File: config.mk
export PLATFORM = sky130hd
export DESIGN_NAME = gp_timer_unit
export DESIGN_NICKNAME = d
export VERILOG_FILES = /design/src/rtl/tmr_pkg.sv /design/src/rtl/tmr_sync_edge.sv /design/src/rtl/tmr_prescaler.sv /design/src/rtl/tmr_quad_dec.sv /design/src/rtl/gp_timer_unit.sv
export SDC_FILE = /design/constraint.sdc
export NUM_CORES = 1
export LEC_CHECK = 0
export BUFFER_PORTS_ARGS = -buffer_cell sky130_fd_sc_hd__clkbuf_2
export CORE_MARGIN = 1
export CORE_UTILIZATION = 55
export CTS_CLUSTER_DIAMETER = 100
export DETAILED_ROUTE_END_ITERATION = 8
export MAX_ROUTING_LAYER = met4
export PLACE_DENSITY = 0.89
export SETUP_SLACK_MARGIN = 0.1
export SLEW_MARGIN = 30
export SYNTH_ARGS = -nofsm -noshare
export SYNTH_HDL_FRONTEND = slang
export SYNTH_SLANG_ARGS = --single-unit
File: constraint.sdc
create_clock -name clk -period 7.3 [get_ports clk]
set_clock_uncertainty 0.1 [all_clocks]
set_input_delay 1.095 -clock clk [delete_from_list [all_inputs] [get_ports clk]]
set_output_delay 1.095 -clock clk [all_outputs]
set_load 0.1 [all_outputs]
File: src/rtl/tmr_pkg.sv
package tmr_pkg;

  typedef enum logic [1:0] {
    MODE_TIMER = 2'd0,
    MODE_GATED = 2'd1,
    MODE_EVENT = 2'd2,
    MODE_QUAD  = 2'd3
  } tmr_mode_e;

  typedef enum logic [1:0] {
    AUX_IDLE    = 2'd0,
    AUX_RELOAD  = 2'd1,
    AUX_CAPTURE = 2'd2,
    AUX_SPARE   = 2'd3
  } aux_mode_e;

  // sel[0] picks rising, sel[1] picks falling; chg marks a change this cycle
  function automatic logic edge_hit(input logic [1:0] sel, input logic level,
                                    input logic chg);
    return chg & ((sel[0] & level) | (sel[1] & ~level));
  endfunction

endpackage

File: src/rtl/tmr_sync_edge.sv
module tmr_sync_edge #(
  parameter int STAGES = 2
) (
  input  logic clk,
  input  logic rst_n,
  input  logic pin,
  output logic level,
  output logic chg
);
  logic [STAGES-1:0] sync_q;
  logic              prev_q;

  always_ff @(posedge clk or negedge rst_n) begin
    if (!rst_n) begin
      sync_q <= '0;
      prev_q <= 1'b0;
    end else begin
      sync_q <= {sync_q[STAGES-2:0], pin};
      prev_q <= sync_q[STAGES-1];
    end
  end

  assign level = sync_q[STAGES-1];
  assign chg   = sync_q[STAGES-1] ^ prev_q;
endmodule

File: src/rtl/tmr_prescaler.sv
module tmr_prescaler #(
  parameter int PRE_W     = 3,
  parameter int MIN_SHIFT = 3
) (
  input  logic             clk,
  input  logic             rst_n,
  input  logic             run,
  input  logic [PRE_W-1:0] pre,
  output logic             tick
);
  localparam int CNT_W = MIN_SHIFT + (1 << PRE_W) - 1;

  logic [CNT_W-1:0] cnt_q;
  logic [CNT_W-1:0] mask;
  int unsigned      shamt;

  always_comb begin
    shamt = MIN_SHIFT + int'(pre);
    mask  = ~({CNT_W{1'b1}} << shamt);
  end

  always_ff @(posedge clk or negedge rst_n) begin
    if (!rst_n)   cnt_q <= '0;
    else if (run) cnt_q <= cnt_q + 1'b1;
    else          cnt_q <= '0;
  end

  assign tick = run && ((cnt_q & mask) == mask);
endmodule

File: src/rtl/tmr_quad_dec.sv
module tmr_quad_dec (
  input  logic a,
  input  logic a_chg,
  input  logic b,
  input  logic b_chg,
  output logic step,
  output logic up
);
  logic b_old;

  always_comb begin
    b_old = b ^ b_chg;
    step  = a_chg ^ b_chg;
    up    = a ^ b_old;
  end
endmodule

File: src/rtl/gp_timer_unit.sv
module gp_timer_unit
  import tmr_pkg::*;
#(
  parameter int W           = 16,
  parameter int PRE_W       = 3,
  parameter int MIN_SHIFT   = 3,
  parameter int SYNC_STAGES = 2
) (
  input  logic             clk,
  input  logic             rst_n,
  input  logic             cfg_run,
  input  logic [1:0]       cfg_mode,
  input  logic [PRE_W-1:0] cfg_pre,
  input  logic             cfg_dir_down,
  input  logic             cfg_ext_dir_en,
  input  logic [1:0]       cfg_edge,
  input  logic [1:0]       cfg_aux_mode,
  input  logic [1:0]       cfg_cap_edge,
  input  logic             wr_core_en,
  input  logic [W-1:0]     wr_core_data,
  input  logic             wr_aux_en,
  input  logic [W-1:0]     wr_aux_data,
  input  logic             pin_tin,
  input  logic             pin_dir,
  input  logic             pin_cap,
  output logic [W-1:0]     core_q,
  output logic [W-1:0]     aux_q,
  output logic             tgl_out,
  output logic             irq
);
  localparam int NPIN = 3;
  localparam int P_TIN = 0;
  localparam int P_DIR = 1;
  localparam int P_CAP = 2;

  logic [NPIN-1:0] pins_raw, pin_lvl, pin_chg;
  logic            tick, q_step, q_up;
  logic            step, dir_down, wrap, capture;
  logic [W-1:0]    core_next;
  tmr_mode_e       mode;
  aux_mode_e       aux_mode;

  assign pins_raw = {pin_cap, pin_dir, pin_tin};
  assign mode     = tmr_mode_e'(cfg_mode);
  assign aux_mode = aux_mode_e'(cfg_aux_mode);

  for (genvar gi = 0; gi < NPIN; gi++) begin : g_pin
    tmr_sync_edge #(.STAGES(SYNC_STAGES)) i_sync (
      .clk  (clk),
      .rst_n(rst_n),
      .pin  (pins_raw[gi]),
      .level(pin_lvl[gi]),
      .chg  (pin_chg[gi])
    );
  end

  tmr_prescaler #(.PRE_W(PRE_W), .MIN_SHIFT(MIN_SHIFT)) i_pre (
    .clk  (clk),
    .rst_n(rst_n),
    .run  (cfg_run),
    .pre  (cfg_pre),
    .tick (tick)
  );

  tmr_quad_dec i_quad (
    .a    (pin_lvl[P_TIN]),
    .a_chg(pin_chg[P_TIN]),
    .b    (pin_lvl[P_DIR]),
    .b_chg(pin_chg[P_DIR]),
    .step (q_step),
    .up   (q_up)
  );

  always_comb begin
    dir_down = cfg_ext_dir_en ? pin_lvl[P_DIR] : cfg_dir_down;
    unique case (mode)
      MODE_TIMER: step = tick;
      MODE_GATED: step = tick & pin_lvl[P_TIN];
      MODE_EVENT: step = edge_hit(cfg_edge, pin_lvl[P_TIN], pin_chg[P_TIN]);
      MODE_QUAD: begin
        step     = q_step;
        dir_down = ~q_up ^ cfg_dir_down;
      end
      default:    step = 1'b0;
    endcase
    step = step & cfg_run;

    wrap = step && (dir_down ? (core_q == '0) : (core_q == '1));
    if (wrap && aux_mode == AUX_RELOAD) core_next = aux_q;
    else if (dir_down)                  core_next = core_q - 1'b1;
    else                                core_next = core_q + 1'b1;

    capture = (aux_mode == AUX_CAPTURE) &&
              edge_hit(cfg_cap_edge, pin_lvl[P_CAP], pin_chg[P_CAP]);
  end

  always_ff @(posedge clk or negedge rst_n) begin
    if (!rst_n) begin
      core_q  <= '0;
      tgl_out <= 1'b0;
      irq     <= 1'b0;
    end else begin
      irq <= wrap && !wr_core_en;
      if (wr_core_en) begin
        core_q <= wr_core_data;
      end else if (step) begin
        core_q <= core_next;
        if (wrap) tgl_out <= ~tgl_out;
      end
    end
  end

  always_ff @(posedge clk or negedge rst_n) begin
    if (!rst_n)         aux_q <= '0;
    else if (wr_aux_en) aux_q <= wr_aux_data;
    else if (capture)   aux_q <= core_q;
  end
endmodule

# ---- Word level (Yosys, flattened, before mapping)
# Index checks and enable logic that the tools add are counted.
dict set report totals {
  regBits 53
  inputBits 53
  out_inout_bits 34
  wordCells 69
}
dict set report op_classes {
  addsub 4
  eq_ne 7
  n_shift 1
  mux 11
  n_bitwise 24
  reduce_logical 11
}
# cell count
set op_table {}
lappend op_table {{2-to-1 mux 16 bit} 6}
lappend op_table {{left shift 10 x 32 -> 10 bit, first input constant} 1}
lappend op_table {{adder 16 x 1 -> 16 bit, second input constant} 1}
lappend op_table {{== test 16 bit, second input constant} 1}
lappend op_table {{logical NOT 16 bit} 1}
lappend op_table {{subtractor 16 x 1 -> 16 bit, second input constant} 1}
lappend op_table {{adder 10 x 1 -> 10 bit, second input constant} 1}
lappend op_table {{bitwise AND 10 bit} 1}
lappend op_table {{== test 10 bit} 1}
lappend op_table {{2-to-1 mux 10 bit} 1}
lappend op_table {{NOT 10 bit} 1}
lappend op_table {{bitwise AND 1 bit} 8}
lappend op_table {{bitwise XOR 1 bit} 7}
lappend op_table {{== test 2 bit, second input constant} 3}
lappend op_table {{logical AND 1 bit} 5}
lappend op_table {{NOT 1 bit} 5}
lappend op_table {{adder 2 x 3 -> 4 bit, first input constant} 1}
lappend op_table {{== test 2 x 1 -> 1 bit, second input constant} 2}
lappend op_table {{case mux 1 bit (4 select lines)} 1}
lappend op_table {{nonzero test 2 bit} 2}
lappend op_table {{2-to-1 mux 1 bit} 3}
lappend op_table {{AND reduction 3 bit} 1}
lappend op_table {{logical NOT 2 bit} 1}
lappend op_table {{bitwise OR 1 bit} 2}
lappend op_table {{logical NOT 1 bit} 1}

# ---- Longest topological paths before layout
# Gate-level depths: netlist of the first run.
dict set report depth {
  ltp_word 14
  depth_mapped 11
  mapped_depth_nobuf 11
}

# ---- Hierarchy
# Synthesis of the first run repeated with hierarchy kept, for this count alone.
dict set report hier_totals {
  cells_unflattened 357
  hier_area_um2 3440.8
}
# module instances cells_each area_each_um2 seq_area_each_um2
set by_module_without_submodules {}
lappend by_module_without_submodules {gp_timer_unit 1 279 2552.4 850.8}
lappend by_module_without_submodules {tmr_prescaler 1 64 604.3 250.2}
lappend by_module_without_submodules {tmr_sync_edge 3 4 83.8 75.1}
lappend by_module_without_submodules {tmr_quad_dec 1 2 32.5 0.0}

# ---- Least setup slack after synthesis of the first run
# Ideal clock, no wire load.
dict set report synth_timing {
  path_kind {input-to-reg}
  start {input cfg_ext_dir_en}
  end {register core_q[8]}
  setup_time_ns 0.095
  arrival_ns 3.925
  required_ns 7.105
  setup_slack_ns 3.180
  path_stages 11
  path_buffers 0
  path_cell_list {a21boi_0 a311oi_1 a211oi_2 ha_1 a21o_1 and4_1 or2_2 a31oi_1 xor2_1 o211a_1 o31ai_1}
}
dict set report synth_via {
  elab_chain_cells 8
  word_cells_on_any_way 9
  cone_classes {mux: 7; reduce/logical: 2}
}
# element line
set synth_lines {}
lappend synth_lines {{start: declaration} gp_timer_unit.sv:15} ;# input logic cfg_ext_dir_en,
lappend synth_lines {{2-to-1 mux 1 bit *} gp_timer_unit.sv:75} ;# dir_down = cfg_ext_dir_en ? pin_lvl[P_DIR] : cfg_dir_down;
lappend synth_lines {{2-to-1 mux 1 bit *} gp_timer_unit.sv:76} ;# unique case (mode)
lappend synth_lines {{2-to-1 mux 1 bit} gp_timer_unit.sv:88} ;# wrap = step && (dir_down ? (core_q == '0) : (core_q == '1));
lappend synth_lines {{logical AND 1 bit} gp_timer_unit.sv:88}
lappend synth_lines {{logical AND 1 bit} gp_timer_unit.sv:89} ;# if (wrap && aux_mode == AUX_RELOAD) core_next = aux_q;
lappend synth_lines {{2-to-1 mux 16 bit *} gp_timer_unit.sv:89}
lappend synth_lines {{2-to-1 mux 16 bit *} gp_timer_unit.sv:106} ;# end else if (step) begin
lappend synth_lines {{2-to-1 mux 16 bit *} gp_timer_unit.sv:104} ;# if (wr_core_en) begin
lappend synth_lines {{end signal: assignment} gp_timer_unit.sv:105} ;# core_q <= wr_core_data;
lappend synth_lines {{end signal: assignment} gp_timer_unit.sv:107} ;# core_q <= core_next;
lappend synth_lines {{end: declaration} gp_timer_unit.sv:26} ;# output logic [W-1:0] core_q,
# Mark *: on every way between the ends. The rest lies on a longest branch, timed or not. The select of a mux whose other input is x is not followed.
# A chain may end at the register's enable or synchronous reset.

# ---- Final worst setup path of the first run
dict set report layout_timing {
  start {input cfg_mode[0]}
  end {register core_q[8]}
}
dict set report layout_via {
  elab_chain_cells 8
  word_cells_on_any_way 15
  cone_classes {eq/ne: 3; mux: 7; bitwise: 1; reduce/logical: 4}
}
# element line
set layout_lines {}
lappend layout_lines {{start: declaration} gp_timer_unit.sv:12} ;# input logic [1:0] cfg_mode,
lappend layout_lines {{== test 2 bit (tied with other cells)} gp_timer_unit.sv:76}
lappend layout_lines {{case mux 1 bit (4 select lines) / 2-to-1 mux 1 bit (equally long branches)} gp_timer_unit.sv:76}
lappend layout_lines {{bitwise AND 1 bit / 2-to-1 mux 1 bit (equally long branches)} {gp_timer_unit.sv:86, gp_timer_unit.sv:88}}
lappend layout_lines {{logical AND 1 bit} gp_timer_unit.sv:88}
lappend layout_lines {{logical AND 1 bit} gp_timer_unit.sv:89}
lappend layout_lines {{2-to-1 mux 16 bit} gp_timer_unit.sv:89}
lappend layout_lines {{2-to-1 mux 16 bit} gp_timer_unit.sv:106}
lappend layout_lines {{2-to-1 mux 16 bit} gp_timer_unit.sv:104}
# Several ways; a longest one is shown, not always the timed one. The select of a mux whose other input is x is not followed.

==> qor.csv, run 1 <==
metric;value;unit
outcome;complete, no violations;
area of the multi-input gates;1970;um^2
flop-to-flop setup slack;3.91;ns
via count of the first global-routing pass;2835;
sequential-to-total area share from yosys stat;39.4;%
hold crit path type;flip-flop to flip-flop;
TritonRoute pass-1 iters;4;
mean cell area of the mapped netlist;9.61;um^2
count leader, synth;sky130_fd_sc_hd__dfrtp_1;
Max-Cap Viols;0;
Setup Total Neg Slack;0;ns
die height;80.2;um
number of buffers on the longest clock path;2;
initial antenna violation count;0;
cell area power density;246;nW/um^2
routability congestion estimate from global placement;0.930;
Die Area;6430;um^2
TritonCTS clock tree;done;
endpoint of the lowest-slack register-to-register path;core_q[8]$_DFFE_PN0P_;
worst hold stages;0;
clock input transition at the sequential cells of the worst setup and hold paths;0.09;ns
wire length of the first global-routing pass;13300;um
Final ANT Viol Nets;0;
time the final worst path needs with I/O delays and setup;3.76;ns
crit start category;primary input;
most instantiated cells after synthesis;sky130_fd_sc_hd__dfrtp_1 (53), sky130_fd_sc_hd__nand2_1 (42), sky130_fd_sc_hd__mux2i_1 (30), sky130_fd_sc_hd__o21ai_0 (29);
vias after detailed routing;2989;
Relative slew margins;54.1;%
P_leak;0.00189;uW
Inserted Diodes;0;
maximum number of pins on one net before global-route repair;54;
leading area contributor after synthesis;sky130_fd_sc_hd__dfrtp_1;
quantity of I/O buffers inserted on ports;86;
total buffers and inverters traversed by the critical path;2;
share of synthesized flip-flops with an asynchronous set or reset;100;%
total routing usage reported by global routing;27.7;%
highest-delay cell along the critical path;sky130_fd_sc_hd__fa_1;
post-synthesis cell type count;46;
Starting Density;56.8;%
Data arrival, critical path;3.88;ns
routed length per instance;16.2;um
placed wire-length estimate;6010;um
Yosys Warn Count;0;
post-cts hold buffer count;0;
Largest stage delay, worst path;0.43;ns
placement row count;28;
setup fix buffers added after clock tree synthesis;0;
kind of capture point of the worst setup path;flip-flop;
Core Util, Final;67.4;%
maximum resistive drop on vdd;0.146;mV
capture endpoint of the worst hold path;g_pin[2].i_sync.sync_q[1]$_DFF_PN0_;
latest clock arrival within the worst-skew pair;0.32;ns
floorplan core area;5920;um^2
endpoint required time on the critical path;7.42;ns
Post-Syn Nets;422;
actual transition at the worst max-transition pin;0.688;ns
Max Transition Viols Final;0;
category of the most critical setup path;primary input to flip-flop;
number of I/O pins;87;
worst hold slack after final layout;0.259;ns
count of H-tree levels built during CTS;2;
count of endpoints failing setup in the final report;0;
Yosys top cell area share;39.4;%
post-route clock period utilization;51.6;%
cells along the critical path;clkbuf_2, a21boi_0, a311oi_1, a211oi_2, buf_4, fa_1, a21o_1, and4_1, or2_2, a31oi_1, xor2_1, o211a_1, o31ai_1;
cell area after synthesis;3360;um^2
final wirelength;8270;um
final critical-path setup slack;3.54;ns
number of enable flip-flop cells after synthesis;0;
clock tree root buffer cell;sky130_fd_sc_hd__clkbuf_8;
hold_sp;g_pin[2].i_sync.sync_q[0]$_DFF_PN0_;
fillers;479;
die outline width;80.2;um
Inserted Clock Buffers;5;
Avg Vias per Cell;5.85;
number of DRC violations after detailed routing;0;
Main synth FF type;sky130_fd_sc_hd__dfrtp_1;
biggest fanout along the worst timing path;18;
cells resized by post-CTS repair;0;
cells taking the most area after synthesis;sky130_fd_sc_hd__dfrtp_1 (39%), sky130_fd_sc_hd__mux2i_1 (8.9%), sky130_fd_sc_hd__ha_1 (6.7%);
layout net count;507;
CP top delay family;compound AO/OA/AOI/OAI gates;
Synth Register Bits;53;
maximum achievable frequency;266;MHz
Post-Place Worst Slack;3.27;ns
worst reg2reg startpoint;g_pin[0].i_sync.sync_q[1]$_DFF_PN0_;
post-synthesis to final-layout area growth;18.6;%
clk sink count;53;
Register Area;1330;um^2
Worst Reg-to-Reg Cells;12;
drt first-iter violations;119;
Overflow after GRT;0;
Final Power;981;uW
gate count of the mapped netlist;350;
share of cells above drive strength 1;26.1;%
unrepaired setup endpoints after global routing;no;
final hold violations;0;
## how the worst max path moves through the flow
| stage | start | to | slack, ns | cells after the start |
|---|---|---|---|---|
| 4_1_cts | cfg_mode[0] | core_q[8]$_DFFE_PN0P_ | 3.55 | 13 |
| 3_5_place_dp | cfg_mode[0] | core_q[8]$_DFFE_PN0P_ | 3.27 | 13 |
| 6_report | cfg_mode[0] | core_q[8]$_DFFE_PN0P_ | 3.54 | 13 |
| 3_3_place_gp | cfg_mode[0] | core_q[8]$_DFFE_PN0P_ | 3.38 | 13 |
| 2_1_floorplan | cfg_ext_dir_en | core_q[8]$_DFFE_PN0P_ | 3.18 | 11 |
| 5_1_grt | cfg_mode[0] | core_q[8]$_DFFE_PN0P_ | 3.42 | 13 |
## layer usage
layer  vias up  global-route usage (%)  routed length (um)
met3        22                    4.20                 452
met2       122                    47.6                4130
met5         -                       -                   0
met1      1404                    32.2                3450
li1       1441                       -                   -
met4         0                    12.0                 237
## flip-flops by register name (all words and copies together) (netlist names)
| register | cells |
|---|---|
| aux_q | 16 |
| core_q | 16 |
| g_pin.i_sync.prev_q | 3 |
| g_pin.i_sync.sync_q | 6 |
| i_pre.cnt_q | 10 |
| irq | 1 |
| tgl_out | 1 |
## final cells by class
cell class / count / area share [%]
clock buffer: 5 / 1.73
clock inverter: 3 / 1.16
inverter: 6 / 0.565
multi-input combinational: 279 / 49.4
sequential: 53 / 33.2
tap: 75 / 2.35
timing repair buffer: 90 / 11.5
## where the power goes
part	switching, uW	internal (uW)	leakage, uW
combinational	292	130	0.00118
clock	101	103	0.0000543
sequential	36.4	318	0.000657
total	430	551	0.00189
## per-stage QoR
| step | std cells | instance area (um^2) |
|---|---|---|
| 5_1_grt | 511 | 3990 |
| 6_report | 511 | 3990 |
| 3_3_place_gp | 503 | 3870 |
| 4_1_cts | 511 | 3990 |
| 3_5_place_dp | 503 | 3870 |
| 2_1_floorplan | 350 | 3360 |
## worst register-to-register path, stage by stage, from the launching register on
cell and delay, ns:
sky130_fd_sc_hd__dfrtp_1 0.45, sky130_fd_sc_hd__xnor2_2 0.18, sky130_fd_sc_hd__a311oi_1 0.35, sky130_fd_sc_hd__a211oi_2 0.09, sky130_fd_sc_hd__buf_4 0.23, sky130_fd_sc_hd__fa_1 0.43
sky130_fd_sc_hd__a21o_1 0.19, sky130_fd_sc_hd__and4_1 0.20, sky130_fd_sc_hd__or2_2 0.33, sky130_fd_sc_hd__a31oi_1 0.23, sky130_fd_sc_hd__xor2_1 0.10, sky130_fd_sc_hd__o211a_1 0.21
sky130_fd_sc_hd__o31ai_1 0.21
## cells in the final DEF (no fill, tap or decap), types with 3 or more instances in the layout
cell | Yosys | routed
sky130_fd_sc_hd__o31ai_1 | 5 | 5
sky130_fd_sc_hd__clkbuf_2 | 0 | 86
sky130_fd_sc_hd__nor2_1 | 18 | 18
sky130_fd_sc_hd__nor2b_1 | 4 | 4
sky130_fd_sc_hd__a31oi_1 | 6 | 6
sky130_fd_sc_hd__nand2b_1 | 7 | 7
sky130_fd_sc_hd__clkbuf_8 | 0 | 5
sky130_fd_sc_hd__and2_1 | 3 | 3
sky130_fd_sc_hd__mux2i_1 | 30 | 29
sky130_fd_sc_hd__xor2_1 | 16 | 16
sky130_fd_sc_hd__inv_1 | 6 | 6
sky130_fd_sc_hd__ha_1 | 18 | 18
sky130_fd_sc_hd__or2_2 | 3 | 3
sky130_fd_sc_hd__o21ai_0 | 29 | 29
sky130_fd_sc_hd__nor3_1 | 3 | 3
sky130_fd_sc_hd__nor4_1 | 6 | 6
sky130_fd_sc_hd__and3_1 | 5 | 5
sky130_fd_sc_hd__buf_4 | 0 | 4
sky130_fd_sc_hd__a21o_1 | 5 | 5
sky130_fd_sc_hd__o221ai_1 | 5 | 5
sky130_fd_sc_hd__nand3_1 | 7 | 7
sky130_fd_sc_hd__and4_1 | 3 | 3
sky130_fd_sc_hd__nand4_1 | 5 | 5
sky130_fd_sc_hd__a21oi_1 | 14 | 14
sky130_fd_sc_hd__nand2_1 | 42 | 42
sky130_fd_sc_hd__xnor2_1 | 11 | 11
sky130_fd_sc_hd__mux2_2 | 8 | 8
sky130_fd_sc_hd__dfrtp_1 | 53 | 53
## logic make-up (layout without fill, tap and decap cells)
logic type                 after synthesis  in the layout  synth area share, %
muxes                                   39             39                 11.9
and+or+nand+nor                        115            115                 17.1
DFF                                     53             53                 39.4
adders and majority gates               19             19                 7.29
buffers and inverters                   18            104                 2.08
AOI/OAI and AO/OA                       78             78                 14.6
xor gates and xnor gates                28             28                 7.52
(Power assumes the default switching activity.)
==> inputs of run 2 (changes only) <==
CORE_UTILIZATION = 48   (was 55)
PLACE_DENSITY = 0.82   (was 0.89)
clock period = 3.25 ns   (was 7.3 ns; I/O delays follow)
==> run 2 against run 1 <==
Net effect: combinational power increased by 140%; clock power increased by 81%; via count increased by 0.23%; first-iteration DRC count increased by 1.7%; non-clock buffer count increased by 9; global-route usage decreased by 3.5 points; register-to-register slack got worse by 3.7 ns; wire length increased by 2.9%; final cell count increased by 5.9%; total power increased by 120%; core utilization decreased by 6.2 points; hold slack got worse by 0.18 ns; critical path type is now flip-flop to flip-flop; critical endpoint is now core_q[6]$_DFFE_PN0P_; largest cell class unchanged.
==> qor.csv, run 2 (synthesis results as in run 1) <==
metric;value;unit;change
outcome;complete, no violations;;
Final ANT Viol Nets;0;;unchanged
cell area power density;524;nW/um^2;+110%
placed wire-length estimate;6220;um;+3.4%
Max-Cap Viols;0;;unchanged
final critical-path setup slack;0.222;ns;-3.31 ns
CP Launch Point;g_pin[0].i_sync.sync_q[1]$_DFF_PN0_;;
category of the most critical setup path;flip-flop to flip-flop;;
number of I/O pins;87;;unchanged
routability congestion estimate from global placement;0.894;;-3.8%
Overflow after GRT;0;;unchanged
CP Capture Point;core_q[6]$_DFFE_PN0P_;;
Avg Vias per Cell;5.54;;-5.3%
flop-to-flop setup slack;0.22;ns;-3.69 ns
time the final worst path needs with I/O delays and setup;3.03;ns;
wire length of the first global-routing pass;13600;um;+2.6%
clk sink count;53;;unchanged
maximum achievable frequency;330;MHz;
actual transition at the worst max-transition pin;0.626;ns;-0.0625 ns
clock tree root buffer cell;sky130_fd_sc_hd__clkbuf_8;;
count of endpoints failing setup in the final report;0;;unchanged
maximum number of pins on one net before global-route repair;34;;-37%
post-route clock period utilization;93.2;%;
endpoint required time on the critical path;3.35;ns;-4.07 ns
latest clock arrival within the worst-skew pair;0.31;ns;about the same
worst reg2reg startpoint;g_pin[0].i_sync.sync_q[1]$_DFF_PN0_;;
Inserted Clock Buffers;5;;unchanged
most common cell after layout, fill and taps aside;sky130_fd_sc_hd__clkbuf_2;;
quantity of I/O buffers inserted on ports;86;;unchanged
placement row count;30;;+7.1%
number of buffers on the longest clock path;2;;unchanged
Worst Reg-to-Reg Cells;12;;unchanged
P_leak;0.00193;uW;+2.3%
die height;85.7;um;+6.9%
drt first-iter violations;121;;+1.7%
endpoint of the lowest-slack register-to-register path;core_q[6]$_DFFE_PN0P_;;
share of cells above drive strength 1;29.4;%;+3.3 points
die outline width;85.7;um;+6.9%
Relative slew margins;58.3;%;+4.2 points
final hold violations;0;;unchanged
Inserted Diodes;0;;unchanged
TritonRoute pass-1 iters;4;;unchanged
TritonCTS clock tree;done;;
Final Instance Count excl. Fillers;541;;+5.9%
Final Power;2180;uW;+120%
Post-Place Worst Slack;-0.0995;ns;-3.37 ns
Starting Density;49.5;%;-7.3 points
floorplan core area;6790;um^2;+15%
Die Area;7340;um^2;+14%
number of DRC violations after detailed routing;0;;unchanged
vias after detailed routing;2996;;+0.23%
via count of the first global-routing pass;2942;;+3.8%
cell total after placement;531;;+5.6%
biggest fanout along the worst timing path;13;;-5
total routing usage reported by global routing;24.2;%;-3.5 points
Max Transition Viols Final;0;;unchanged
hold crit path type;primary input to asynchronous set/reset pin;;
largest registers ranked by flip-flop count;aux_q: 16 flops, core_q: 16 flops, i_pre.cnt_q: 10 flops;;
routed length per instance;15.7;um;-2.8%
maximum resistive drop on vdd;0.391;mV;+170%
kind of capture point of the worst setup path;flip-flop;;
final wirelength;8500;um;+2.9%
crit start category;flip-flop;;
Data arrival, critical path;3.13;ns;-0.75 ns
worst hold slack after final layout;0.0795;ns;-0.179 ns
post-synthesis to final-layout area growth;23.7;%;
commonest cells after routing, fill and taps aside;sky130_fd_sc_hd__clkbuf_2 (86), sky130_fd_sc_hd__dfrtp_1 (53), sky130_fd_sc_hd__nand2_1 (42);;
unrepaired setup endpoints after global routing;no;;
count of H-tree levels built during CTS;2;;unchanged
clock input transition at the sequential cells of the worst setup and hold paths;0.10;ns;about the same
layout net count;516;;+1.8%
initial antenna violation count;0;;unchanged
-- run 2: cell types whose count changed in the layout (fill, tap and decap cells not counted), moves of 2 or more --
cell and delta:
sky130_fd_sc_hd__buf_4 +8, sky130_fd_sc_hd__clkbuf_1 +3, sky130_fd_sc_hd__ha_1 -3, sky130_fd_sc_hd__ha_4 +3, sky130_fd_sc_hd__a21oi_1 -2, sky130_fd_sc_hd__a21oi_2 +2, sky130_fd_sc_hd__o21ai_0 -2
-- run 2: final cells by class --
class	count	area, um^2
Multi-Input combinational cell	279	2070
Fill cell	573	2640
Clock buffer	8	80.1
Timing Repair Buffer	99	541
Sequential cell	53	1330
Tap cell	96	120
Inverter	6	22.5
-- run 2: stage by stage --
step                TNS, ns  cell area, um^2  utilization [%]
floorplan                 0             3390                -
global placement          0             3990             58.8
detailed placement   -0.181             3990             58.8
CTS                       0             4080             60.1
global route              0             4160             61.2
finish                    0             4160             61.2
-- run 2: what timing repair did --
item	in CTS	in global routing
hold buffers	0	0
setup endpoints to repair	2	9
resized for setup	1	11
setup buffers	1	1
pin swaps	1	5
-- run 2: power breakdown --
group	internal, uW	switching, uW	leakage, uW
Combinational	338	672	0.00124
Sequential	713	88.1	0.000657
Clock	154	215	0.0000395
Total	1200	975	0.00193
-- run 2: how the worst min path moves through the flow --
stage | startpoint | to | slack [ns]
final | rst_n | i_pre.cnt_q[1]$_DFF_PN0_ | 0.08
after global routing | rst_n | aux_q[14]$_DFFE_PN0P_ | 0.13
after CTS | rst_n | aux_q[14]$_DFFE_PN0P_ | 0.11
after detailed placement | g_pin[2].i_sync.sync_q[0]$_DFF_PN0_ | g_pin[2].i_sync.sync_q[1]$_DFF_PN0_ | 0.24
after global placement | g_pin[0].i_sync.sync_q[0]$_DFF_PN0_ | g_pin[0].i_sync.sync_q[1]$_DFF_PN0_ | 0.23
after floorplan | rst_n | aux_q[0]$_DFFE_PN0P_ | 0.09
-- run 2: worst max-delay path: stages (launching register included) --
cell and delay [ns]:
sky130_fd_sc_hd__dfrtp_1 0.44, sky130_fd_sc_hd__xnor2_4 0.19, sky130_fd_sc_hd__a311oi_2 0.29, sky130_fd_sc_hd__a211oi_4 0.07, sky130_fd_sc_hd__buf_12 0.18, sky130_fd_sc_hd__fa_2 0.35
sky130_fd_sc_hd__a21o_1 0.20, sky130_fd_sc_hd__and4_1 0.23, sky130_fd_sc_hd__or2_4 0.25, sky130_fd_sc_hd__xor2_1 0.14, sky130_fd_sc_hd__mux2_2 0.26, sky130_fd_sc_hd__mux2i_1 0.14
sky130_fd_sc_hd__o21ai_1 0.08
-- run 2: routing by layer --
metal  part of all wire [%]  wire length, um  GRT usage, %  up-vias
li1                       -                -             -     1457
met4                    1.6              132          7.42        0
met5                      0                0             -        -
met2                     50             4260          41.2       98
met1                     44             3740          29.5     1426
met3                    4.4              374          4.14       15
==> inputs of run 3 (changes only) <==
CORE_UTILIZATION = 55   (was 48)
PLACE_DENSITY = 0.89   (was 0.82)
clock period = 3.62 ns   (was 3.25 ns; I/O delays follow)
==> run 3 against run 2 <==
Net effect: setup slack better by 0.050 ns; combinational power down 15%; wire length down 0.88%; largest cell class unchanged.
==> qor.csv, run 3 (synthesis results as in run 1) <==
metric;value;unit;change
sequential share of power;35.9;%;-0.8 points
count of H-tree levels built during CTS;2;;unchanged
actual transition at the worst max-transition pin;0.625;ns;-0.000715 ns
clock tree root buffer cell;sky130_fd_sc_hd__clkbuf_8;;
number of I/O pins;87;;unchanged
Final ANT Viol Nets;0;;unchanged
kind of capture point of the worst setup path;flip-flop;;
layer with the highest usage after global routing;met2;;
switching power share of the total;43.8;%;-0.89 points
Relative slew margins;58.3;%;about the same
net switching power;872;uW;-11%
largest registers ranked by flip-flop count;aux_q: 16 flops, core_q: 16 flops, i_pre.cnt_q: 10 flops;;
final wirelength;8430;um;-0.88%
total routing usage reported by global routing;28.3;%;+4.1 points
internal power of the cells;1120;uW;-7.3%
area of the multi-input gates;1980;um^2;-4.2%
met2 Use GR;48.7;%;+7.6 points
routed length per instance;16.3;um;+3.9%
P_leak;0.00192;uW;-0.82%
commonest cells after routing, fill and taps aside;sky130_fd_sc_hd__clkbuf_2 (86), sky130_fd_sc_hd__dfrtp_1 (53), sky130_fd_sc_hd__nand2_1 (42);;
placed wire-length estimate;6180;um;-0.58%
post-synthesis to final-layout area growth;20.1;%;
die outline width;80.2;um;-6.4%
Inserted Clock Buffers;5;;unchanged
Avg Vias per Cell;5.92;;+6.9%
most common cell after layout, fill and taps aside;sky130_fd_sc_hd__clkbuf_2;;
layout net count;512;;-0.78%
hold crit path type;primary input to asynchronous set/reset pin;;
maximum resistive drop on vdd;0.376;mV;-3.8%
routability congestion estimate from global placement;0.878;;-1.9%
wire length of the first global-routing pass;13600;um;-0.20%
Max-Cap Viols;0;;unchanged
Starting Density;56.8;%;+7.3 points
Die Area;6430;um^2;-12%
outcome;complete, no violations;;
portion of total power attributed to combinational logic;43.2;%;-3.1 points
Layout Cell Area excl Fill;4040;um^2;-2.9%
final hold violations;0;;unchanged
maximum number of pins on one net before global-route repair;35;;+2.9%
crit start category;flip-flop;;
maximum achievable frequency;299;MHz;-9.6%
count of endpoints failing setup in the final report;0;;unchanged
Overflow after GRT;0;;unchanged
latest clock arrival within the worst-skew pair;0.32;ns;about the same
met3 Track Usage GR;3.98;%;-0.16 points
placement row count;28;;-6.7%
post-route clock period utilization;92.5;%;-0.67 points
cell area power density;492;nW/um^2;-6.1%
time the final worst path needs with I/O delays and setup;3.35;ns;+0.320 ns
die height;80.2;um;-6.4%
unrepaired setup endpoints after global routing;no;;
TritonRoute pass-1 iters;4;;unchanged
Post-Place Worst Slack;0.176;ns;+0.275 ns
share of cells above drive strength 1;27.0;%;-2.5 points
via count of the first global-routing pass;2857;;-2.9%
number of DRC violations after detailed routing;0;;unchanged
drt first-iter violations;173;;+43%
final critical-path setup slack;0.272;ns;+0.0496 ns
Register Area;1330;um^2;unchanged
TritonCTS clock tree;done;;
clk sink count;53;;unchanged
clock input transition at the sequential cells of the worst setup and hold paths;0.11;ns;about the same
floorplan core area;5920;um^2;-13%
quantity of I/O buffers inserted on ports;86;;unchanged
vias after detailed routing;3056;;+2.0%
part of the power in the clock network;20.8;%;+3.9 points
Setup Total Neg Slack;0;ns;unchanged
Max Transition Viols Final;0;;unchanged
number of buffers on the longest clock path;2;;unchanged
placement-stage cell area;3900;um^2;-2.3%
Data arrival, critical path;3.42;ns;+0.29 ns
global-route met1 utilization;34.5;%;+5.1 points
initial antenna violation count;0;;unchanged
category of the most critical setup path;flip-flop to flip-flop;;
Inserted Diodes;0;;unchanged
fillers;478;;-17%
Core Util, Final;68.2;%;+7.0 points
endpoint required time on the critical path;3.69;ns;+0.34 ns
biggest fanout along the worst timing path;5;;-8
==> run 3: cell count changes in the layout (fill, tap and decap cells not counted), moves of 2 or more <==
cell / before / now
sky130_fd_sc_hd__o21ai_0: 27 / 29
sky130_fd_sc_hd__ha_4: 3 / 0
sky130_fd_sc_hd__buf_4: 12 / 9
sky130_fd_sc_hd__ha_1: 15 / 18
sky130_fd_sc_hd__clkbuf_1: 3 / 0
sky130_fd_sc_hd__a21oi_1: 12 / 14
sky130_fd_sc_hd__a21oi_2: 2 / 0
==> run 3: path summary, 6_finish.rpt <==
check / startpoint / cells after the start / endpoint / slack [ns]
worst max register to register: g_pin[0].i_sync.sync_q[1]$_DFF_PN0_ / 12 / core_q[14]$_DFFE_PN0P_ / 0.27
worst min register to register: g_pin[2].i_sync.sync_q[0]$_DFF_PN0_ / 0 / g_pin[2].i_sync.sync_q[1]$_DFF_PN0_ / 0.25
worst max-delay path: g_pin[0].i_sync.sync_q[1]$_DFF_PN0_ / 12 / core_q[14]$_DFFE_PN0P_ / 0.27
min in group clk: pin_tin / 1 / g_pin[0].i_sync.sync_q[0]$_DFF_PN0_ / 0.22
max in group asynchronous: rst_n / 2 / i_pre.cnt_q[8]$_DFF_PN0_ / 2.48
worst min-delay path: rst_n / 1 / i_pre.cnt_q[2]$_DFF_PN0_ / 0.12
==> run 3: timing repair <==
item	CTS	global route
hold buffers	0	0
buffers inserted	0	2
setup endpoints to repair	0	4
hold endpoints to repair	0	0
resized for setup	0	1
==> run 3: per-stage QoR <==
step / instances / power [uW] / hold slack (ns)
2_1_floorplan: 350 / 1380 / 0.147
5_1_grt: 516 / 2090 / 0.157
6_report: 516 / 1990 / 0.119
3_3_place_gp: 506 / 1540 / 0.232
4_1_cts: 514 / 1990 / 0.137
3_5_place_dp: 506 / 1570 / 0.235
==> run 3: final cells by class <==
type | count | share of cell area (%)
clock buffer | 5 | 1.70
clock inverter | 3 | 1.15
inverter | 6 | 0.558
multi-input combinational | 279 | 49.1
sequential | 53 | 32.8
tap | 75 | 2.32
timing repair buffer | 95 | 12.3
==> run 3: power by group through the flow <==
stage / combinational (uW) / sequential, uW / clock, uW
floorplan: 372 / 1010 / 0
global placement: 826 / 719 / 0
detailed placement: 847 / 723 / 0
CTS: 853 / 712 / 420
global route: 923 / 721 / 448
finish: 860 / 714 / 414
==> run 3: metal layers <==
layer  up-vias  wire (um)
met5         -          0
met4         0        176
li1       1444          -
met2       118       4240
met1      1474       3610
met3        20        402
==> run 3: critical path, stage by stage (launching register included) <==
cell	delay [ns]
sky130_fd_sc_hd__dfrtp_1	0.45
sky130_fd_sc_hd__xnor2_2	0.20
sky130_fd_sc_hd__a311oi_2	0.36
sky130_fd_sc_hd__a211oi_4	0.10
sky130_fd_sc_hd__buf_4	0.16
sky130_fd_sc_hd__fa_1	0.39
sky130_fd_sc_hd__a21o_1	0.19
sky130_fd_sc_hd__and4_1	0.21
sky130_fd_sc_hd__o21ai_0	0.24
sky130_fd_sc_hd__a31oi_1	0.16
sky130_fd_sc_hd__a31oi_1	0.24
sky130_fd_sc_hd__xor2_1	0.24
sky130_fd_sc_hd__o221ai_1	0.16
